$ cat config.mk
export PLATFORM = sky130hd
export DESIGN_NAME = bus_cmd_decoder
export DESIGN_NICKNAME = d
export VERILOG_FILES = /design/src/rtl/bcd_pkg.sv /design/src/rtl/bcd_status_decode.sv /design/src/rtl/bcd_cycle_fsm.sv /design/src/rtl/bcd_cmd_gen.sv /design/src/rtl/bus_cmd_decoder.sv
export SDC_FILE = /design/constraint.sdc
export NUM_CORES = 1
export LEC_CHECK = 0
export ABC_AREA = 1
export BUFFER_PORTS_ARGS = -buffer_cell sky130_fd_sc_hd__buf_2
export CAP_MARGIN = 5
export CELL_PAD_IN_SITES_DETAIL_PLACEMENT = 0
export CELL_PAD_IN_SITES_GLOBAL_PLACEMENT = 1
export CORE_AREA = 8 8 58 50
export DETAILED_ROUTE_END_ITERATION = 7
export DIE_AREA = 0 0 66 58
export GPL_TIMING_DRIVEN = 0
export PLACE_DENSITY_LB_ADDON = 0.1
export REMOVE_ABC_BUFFERS = 1
export SLEW_MARGIN = 20
export SYNTH_ARGS = -nofsm -noshare
export SYNTH_HDL_FRONTEND = slang
export SYNTH_HIERARCHICAL = 1
export SYNTH_SLANG_ARGS = --single-unit
export TNS_END_PERCENT = 100
$ cat constraint.sdc
create_clock -name clk -period 1.4 [get_ports clk]
set_clock_uncertainty 0.1 [all_clocks]
set_input_delay 0 -clock clk [delete_from_list [all_inputs] [get_ports clk]]
set_output_delay 0 -clock clk [all_outputs]
set_load 0.02 [all_outputs]
$ cat src/rtl/bcd_pkg.sv
package bcd_pkg;
    localparam int STAT_W = 3;

    typedef enum logic [STAT_W-1:0] {
        ST_INTA    = 3'b000,
        ST_IORD    = 3'b001,
        ST_IOWR    = 3'b010,
        ST_HALT    = 3'b011,
        ST_CODE    = 3'b100,
        ST_MRD     = 3'b101,
        ST_MWR     = 3'b110,
        ST_PASSIVE = 3'b111
    } bus_stat_e;

    typedef enum logic [1:0] {
        PH_IDLE = 2'd0,
        PH_ADDR = 2'd1,
        PH_XFER = 2'd2
    } phase_e;

    typedef struct packed {
        logic mem_rd;
        logic mem_wr;
        logic io_rd;
        logic io_wr;
        logic inta;
        logic is_write;
        logic has_data;
    } cyc_kind_t;
endpackage

$ cat src/rtl/bcd_status_decode.sv
module bcd_status_decode
    import bcd_pkg::*;
(
    input  logic [STAT_W-1:0] stat,
    output cyc_kind_t         kind
);
    always_comb begin
        kind = '0;
        unique case (bus_stat_e'(stat))
            ST_INTA: begin
                kind.inta     = 1'b1;
                kind.has_data = 1'b1;
            end
            ST_IORD: begin
                kind.io_rd    = 1'b1;
                kind.has_data = 1'b1;
            end
            ST_IOWR: begin
                kind.io_wr    = 1'b1;
                kind.is_write = 1'b1;
                kind.has_data = 1'b1;
            end
            ST_CODE, ST_MRD: begin
                kind.mem_rd   = 1'b1;
                kind.has_data = 1'b1;
            end
            ST_MWR: begin
                kind.mem_wr   = 1'b1;
                kind.is_write = 1'b1;
                kind.has_data = 1'b1;
            end
            ST_HALT, ST_PASSIVE: kind = '0;
            default: kind = '0;
        endcase
    end
endmodule

$ cat src/rtl/bcd_cycle_fsm.sv
module bcd_cycle_fsm
    import bcd_pkg::*;
(
    input  logic              clk,
    input  logic              rst_n,
    input  logic [STAT_W-1:0] stat,
    input  logic              uni_mode,
    output phase_e            phase,
    output logic              start
);
    logic [STAT_W-1:0] stat_q;
    phase_e            phase_d;
    logic              now_passive;

    assign now_passive = (stat == ST_PASSIVE);
    assign start = (phase == PH_IDLE) && uni_mode &&
                   (stat_q == ST_PASSIVE) && !now_passive;

    always_ff @(posedge clk or negedge rst_n) begin
        if (!rst_n) begin
            phase  <= PH_IDLE;
            stat_q <= ST_PASSIVE;
        end else begin
            phase  <= phase_d;
            stat_q <= stat;
        end
    end

    always_comb begin
        phase_d = phase;
        unique case (phase)
            PH_IDLE: if (start) phase_d = PH_ADDR;
            PH_ADDR: phase_d = now_passive ? PH_IDLE : PH_XFER;
            PH_XFER: if (now_passive) phase_d = PH_IDLE;
            default: phase_d = PH_IDLE;
        endcase
    end

    // address phase lasts a single clock
    p_addr_one_clock_r2: assert property (@(posedge clk) disable iff (!rst_n)
        (phase == PH_ADDR) |=> (phase != PH_ADDR));

    // outside uniprocessor mode an idle machine stays idle
    p_gate_idle_r9: assert property (@(posedge clk) disable iff (!rst_n)
        (!uni_mode && phase == PH_IDLE) |=> (phase == PH_IDLE));

    // no re-entry to the address phase from a running cycle
    p_no_restart_r8: assert property (@(posedge clk) disable iff (!rst_n)
        (phase == PH_XFER) |=> (phase != PH_ADDR));
endmodule

$ cat src/rtl/bcd_cmd_gen.sv
module bcd_cmd_gen
    import bcd_pkg::*;
(
    input  logic      clk,
    input  logic      rst_n,
    input  phase_e    phase,
    input  logic      start,
    input  cyc_kind_t kind_in,
    output logic      ale_o,
    output logic      xcvr_en_o,
    output logic      xcvr_tx_o,
    output logic      mem_rd_o,
    output logic      mem_wr_o,
    output logic      mem_wr_early_o,
    output logic      io_rd_o,
    output logic      io_wr_o,
    output logic      io_wr_early_o,
    output logic      int_ack_o
);
    cyc_kind_t kind_q;
    logic      in_cycle;
    logic      in_xfer;

    always_ff @(posedge clk or negedge rst_n) begin
        if (!rst_n)     kind_q <= '0;
        else if (start) kind_q <= kind_in;
    end

    assign in_cycle = (phase != PH_IDLE);
    assign in_xfer  = (phase == PH_XFER);

    always_comb begin
        ale_o          = (phase == PH_ADDR);
        xcvr_en_o      = in_xfer  && kind_q.has_data;
        xcvr_tx_o      = in_cycle && kind_q.is_write;
        mem_rd_o       = in_xfer  && kind_q.mem_rd;
        mem_wr_o       = in_xfer  && kind_q.mem_wr;
        mem_wr_early_o = in_cycle && kind_q.mem_wr;
        io_rd_o        = in_xfer  && kind_q.io_rd;
        io_wr_o        = in_xfer  && kind_q.io_wr;
        io_wr_early_o  = in_cycle && kind_q.io_wr;
        int_ack_o      = in_xfer  && kind_q.inta;
    end

    // a normal write is always preceded by its early write
    p_mem_early_lead_r4: assert property (@(posedge clk) disable iff (!rst_n)
        $rose(mem_wr_o) |-> $past(mem_wr_early_o));
    p_io_early_lead_r4: assert property (@(posedge clk) disable iff (!rst_n)
        $rose(io_wr_o) |-> $past(io_wr_early_o));

    // transceiver enable only rises right after the latch pulse
    p_den_after_ale_r5: assert property (@(posedge clk) disable iff (!rst_n)
        $rose(xcvr_en_o) |-> $past(ale_o));

    // one command at a time
    p_cmd_onehot_r10: assert property (@(posedge clk) disable iff (!rst_n)
        $onehot0({mem_rd_o, mem_wr_o, io_rd_o, io_wr_o, int_ack_o}));
endmodule

$ cat src/rtl/bus_cmd_decoder.sv
module bus_cmd_decoder
    import bcd_pkg::*;
(
    input  logic              clk,
    input  logic              rst_n,
    input  logic [STAT_W-1:0] bus_stat_i,
    input  logic              arb_grant_n_i,
    input  logic              io_dedicated_i,
    input  logic              strobe_en_i,
    output logic              ale_o,
    output logic              xcvr_en_o,
    output logic              xcvr_tx_o,
    output logic              mem_rd_o,
    output logic              mem_wr_o,
    output logic              mem_wr_early_o,
    output logic              io_rd_o,
    output logic              io_wr_o,
    output logic              io_wr_early_o,
    output logic              int_ack_o
);
    phase_e    phase;
    logic      start;
    logic      uni_mode;
    cyc_kind_t kind;

    assign uni_mode = !arb_grant_n_i && !io_dedicated_i && strobe_en_i;

    bcd_status_decode u_dec (
        .stat (bus_stat_i),
        .kind (kind)
    );

    bcd_cycle_fsm u_fsm (
        .clk      (clk),
        .rst_n    (rst_n),
        .stat     (bus_stat_i),
        .uni_mode (uni_mode),
        .phase    (phase),
        .start    (start)
    );

    bcd_cmd_gen u_gen (
        .clk            (clk),
        .rst_n          (rst_n),
        .phase          (phase),
        .start          (start),
        .kind_in        (kind),
        .ale_o          (ale_o),
        .xcvr_en_o      (xcvr_en_o),
        .xcvr_tx_o      (xcvr_tx_o),
        .mem_rd_o       (mem_rd_o),
        .mem_wr_o       (mem_wr_o),
        .mem_wr_early_o (mem_wr_early_o),
        .io_rd_o        (io_rd_o),
        .io_wr_o        (io_wr_o),
        .io_wr_early_o  (io_wr_early_o),
        .int_ack_o      (int_ack_o)
    );

    // a passive sample ends every command in the next clock
    p_passive_ends_r7: assert property (@(posedge clk) disable iff (!rst_n)
        (bus_stat_i == ST_PASSIVE) |=>
            !(xcvr_en_o || xcvr_tx_o || mem_rd_o || mem_wr_o || mem_wr_early_o ||
              io_rd_o || io_wr_o || io_wr_early_o || int_ack_o));
endmodule

# Yosys cells after proc, flatten, opt, wreduce, memory -nomap -nowiden
# Index checks and enable logic that the tools add are counted.
# totals
ff_bits	12
latch_bits	0
mem_bits_rw	0
mem_bits_ro	0
in_bits	8
output_inout_bits	10
wordCells	57
n_memories	0
# op_classes
add_sub_neg	0
n_mul	0
div	0
n_lt_le_gt_ge	0
eq_ne	12
n_shift	0
muxes	11
n_bitwise	0
n_reduce_logical	25
# ops
op	n
3-bit == test, second input constant	5
1-bit logical AND	14
3-bit by 2-bit == test with 1-bit output, second input constant	2
1-bit 2-to-1 mux	6
2-bit 2-to-1 mux	3
2-bit one-hot mux with 3 select lines	1
2-bit OR reduction	3
6-bit OR reduction	1
2-bit != test, second input constant	2
3-bit by 1-bit == test with 1-bit output, second input constant	1
1-bit logical NOT	3
3-bit logical NOT	1
2-bit by 1-bit == test with 1-bit output, second input constant	1
2-bit == test, second input constant	1
2-bit logical NOT	1
1-bit one-hot mux with 2 select lines	1
2-bit AND reduction	1
2-bit nonzero test	1

# Logic depth before layout (Yosys ltp)
# logic_depth
depth_word	8
mapped_depth	11
mapped_depth_nobuf	10

# Modules after synthesis
# Netlist, hierarchy kept.
# modules_own_cells
module	n_inst	cells_per_inst	area_per_inst_um2	seq_area_each_um2
bcd_cmd_gen	1	50	371.6	175.2
bcd_cycle_fsm	1	22	193.9	128.9
bcd_status_decode	1	12	47.5	0.0
bus_cmd_decoder	1	3	13.8	0.0

# Worst setup path after synthesis
# OpenSTA, ideal clock, no wires.
# synth_timing
path_type	register -> register
startpoint	register u_fsm.stat_q[2]
endpoint	register u_gen/kind_q[0] (netlist name)
setup_time_ns	0.116
t_arrival_ns	1.004
required_time_ns	1.184
path_slack_ns	0.180
path_stages_with_launch	9
n_path_buf	1
synth_period_minus_slack_ns	1.220
path_cell_list	dfstp_2 nand2_1 inv_1 nand2_1 nor2_1 buf_6 inv_6 nand2_1 nand2_1
# synth_via
elab_chain_cells	3
# synth_lines
element	line_no	text
start, declared	bcd_cycle_fsm.sv:11	logic [STAT_W-1:0] stat_q;
start signal, assigned	bcd_cycle_fsm.sv:25	stat_q <= stat;
3-bit == test	bcd_cycle_fsm.sv:17	(stat_q == ST_PASSIVE) && !now_passive;
1-bit logical AND	bcd_cycle_fsm.sv:16	assign start = (phase == PH_IDLE) && uni_mode &&
1-bit logical AND	bcd_cycle_fsm.sv:17	
net start	bus_cmd_decoder.sv:22	logic start;
end signal, assigned	bcd_cmd_gen.sv:26	else if (start) kind_q <= kind_in;
end, declared	bcd_cmd_gen.sv:20	cyc_kind_t kind_q;
# The timed path passes the listed nets, and every way through them passes these cells.
# A chain may end at the register's enable or synchronous reset.

# Final worst setup path
# layout_timing
startpoint	register u_fsm.stat_q[1]
endpoint	register u_gen/kind_q[2] (netlist name)
# The elaborated chain is that of the path after synthesis.

==> reports/results.tsv <==
stage	metric	value	unit
grt	Overall Global Routing Usage	0.0734	
timing	Peak Freq	0.778	GHz
yosys	Post-Syn Area	627	µm²
floorplanning	die area	3830	µm²
finish	Area Overhead vs Synth	29.1	%
finish	antenna cell count	0	
floorplanning	row cnt	15	
power_and_ir_drop	pwr/cell area	887	nW/µm²
critical_path	Max stage delay on crit path	0.51	ns
power_and_ir_drop	Leak	0.450	nW
yosys	post-synthesis sequential area ratio	0.485	
grt	first-pass GRT wire length	2.10	mm
yosys	Yosys warnings	6	
route	wirelength, routed	1.19	mm
timing	period utilization	0.918	
route	Routed WL per cell	8.78	µm
floorplanning	Starting Density	0.309	
hold_path	Hold WC Path Type	input port to async pin	
clocking	Inserted Clock Buffers	3	
critical_path	most used cell, CP	nand2_1	
floorplanning	Top Ports	18	
place	routability cong.	0.702	
yosys	synthesized area per cell	7.21	µm²
clocking	clock latency on the worst-skew pair	0.26	ns
critical_path	CP required	1.47	ns
outcome	outcome	completed	
place	DP Area	732	µm²
yosys	Yosys top cell area share	0.359	
route	1st-iter DRT viols	15	
finish	final non-filler cell total	136	
clocking	Setup Fix Bufs, Post-CTS	0	
clocking	clock buffer depth	2	
floorplanning	core area	2030	µm²
grt	largest net degree at the start of global routing	13	
yosys	Yosys reg bits	12	
timing	slew margin rel.	0.822	
yosys	synth top area cells	dfrtp_1 36%, nand2_1 19%, dfstp_2 13%	
critical_path	CP arrival	1.35	ns
critical_path	CP endpoint kind	flop	
clocking	Worst-path clk slew	0.08	ns
critical_path	CP Cell Sequence	nand2_1 -> inv_1 -> nand2_2 -> nor2_4 -> inv_6 -> nand2_1 -> nand2_1	
route	detailed-router iteration count before antenna repair	4	
critical_path	critical path fanouts, max	8	
finish	most common cell after layout, fill and taps aside	nand2_1	
floorplanning	die width	66	µm
route	number of remaining DRC errors	0	
grt	gr ovfl total	0	
run	number of max-cap violations	0	
route	ANT nets after route	0	
grt	initial antenna violation count	0	
place	dpl cells	128	
timing	Final min period	1.29	ns
finish	share of cells above drive strength 1	0.324	
grt	vias in the first global route	479	
finish	Final Net Count	120	
yosys	post-synth top area cell	dfrtp_1	
critical_path	CP Launch Type	flop	
timing	RSZ-0062 raised after global routing	no	
route	Via density	3.90	
clocking	CTS tree	built	
timing	Slew @ Worst Pin	0.267	ns
critical_path	Crit Path Category	flop to flop	
critical_path	r2r setup slk	0.11	ns
clocking	Sink Count	12	
yosys	synthesized instance count	87	
timing	fin. max-slew vios	0	
finish	Post-Layout Inst Area	810	µm²
place	Port-buffer cells	17	
clocking	Root Driver	clkbuf_4	
timing	setup violators final	0	
route	via count	530	
timing	final hold viol count	0	
clocking	H-tree lvl count	1	
yosys	Synth cell types	11	
power_and_ir_drop	VDD IR max	0.418	mV
place	Detail Placement HPWL	981	µm
finish	commonest non-fill, non-tap cells in the layout	30 x nand2_1, 18 x inv_1, 17 x buf_2	
critical_path	Worst path slowest cell	dfstp_2	
floorplanning	die height	58	µm
## metrics by stage
stage / setup TNS, ns / total power [mW] / setup slack (ns) / hold WS, ns / util
after global placement: -1.19 / 0.496 / -0.173 / -0.207 / 0.361
final: 0 / 0.718 / 0.114 / 0.0261 / 0.399
after detailed placement: -1.19 / 0.498 / -0.179 / -0.205 / 0.361
after global routing: 0 / 0.768 / 0.00190 / 0.0581 / 0.399
after floorplan: -0.262 / 0.460 / -0.0374 / -0.396 / -
after CTS: 0 / 0.734 / 0.0778 / 0.0166 / 0.398
## cell usage after synthesis
library cell   n
buf_6          1
dfrtp_1        9
dfstp_2        3
inv_1         18
inv_6          1
nand2_1       31
nand2_2        1
nand2_4        1
nand3_1        1
nor2_1        14
nor2_2         7
## path summary, 6_finish.rpt
path	startpoint	end	cells past startpoint
hold / removal	rst_n	u_gen/kind_q[3]	2
setup reg to reg	u_fsm/stat_q[1]	u_gen/kind_q[2]	7
max in group asynchronous	rst_n	u_fsm/stat_q[2]	2
min in group clk	io_dedicated_i	u_fsm/phase[0]	6
hold reg to reg	u_gen/kind_q[1]	u_gen/kind_q[1]	2
setup / recovery	u_fsm/stat_q[1]	u_gen/kind_q[2]	7
## per-layer routing
| metal | global-route usage | vias to the layer above | wire, µm |
|---|---|---|---|
| met5 | 0 | - | 0 |
| met2 | 0.110 | 10 | 538 |
| li1 | - | 293 | - |
| met4 | 0.0547 | 0 | 9 |
| met1 | 0.0824 | 225 | 547 |
| met3 | 0.0288 | 2 | 98 |
## cell type report
cell class | instances | area (µm²)
multi-input combinational | 55 | 245
tap | 25 | 31.3
inverter | 19 | 76.3
clock buffer | 4 | 26.3
sequential | 12 | 305
fill | 250 | 1220
timing repair buffer | 21 | 125
## registers in the layout, summed over array words and instances (netlist names)
name          flops
u_gen/kind_q      7
u_fsm/stat_q      3
u_fsm/phase       2
## power by group
group / switching, mW / internal (mW) / total (mW) / leakage [nW]
clock: 0.108 / 0.110 / 0.218 / 0.0150
sequential: 0.0159 / 0.377 / 0.393 / 0.153
combinational: 0.0652 / 0.0410 / 0.106 / 0.282
total: 0.189 / 0.528 / 0.718 / 0.450
## repair_timing
item	4_1_cts	5_1_grt
setup endpoints to repair	7	4
endpoints found under the hold margin	20	0
gates resized for setup	2	2
hold buffers	4	0
pin swaps	0	1
## critical path, delay by kind of cell, from the launching register on
family	cells	cell delay, ns
flip-flops	1	0.51
AND/OR/NAND/NOR	5	0.45
buffers and inverters	2	0.13
## logic make-up (layout without fill, tap and decap cells)
| kind of cell | Yosys count | after routing | synth area share |
|---|---|---|---|
| flip-flops | 12 | 12 | 0.485 |
| AND/OR/NAND/NOR | 55 | 55 | 0.375 |
| buffers and inverters | 20 | 44 | 0.140 |
Note: power is estimated with default switching activity, not from simulation.
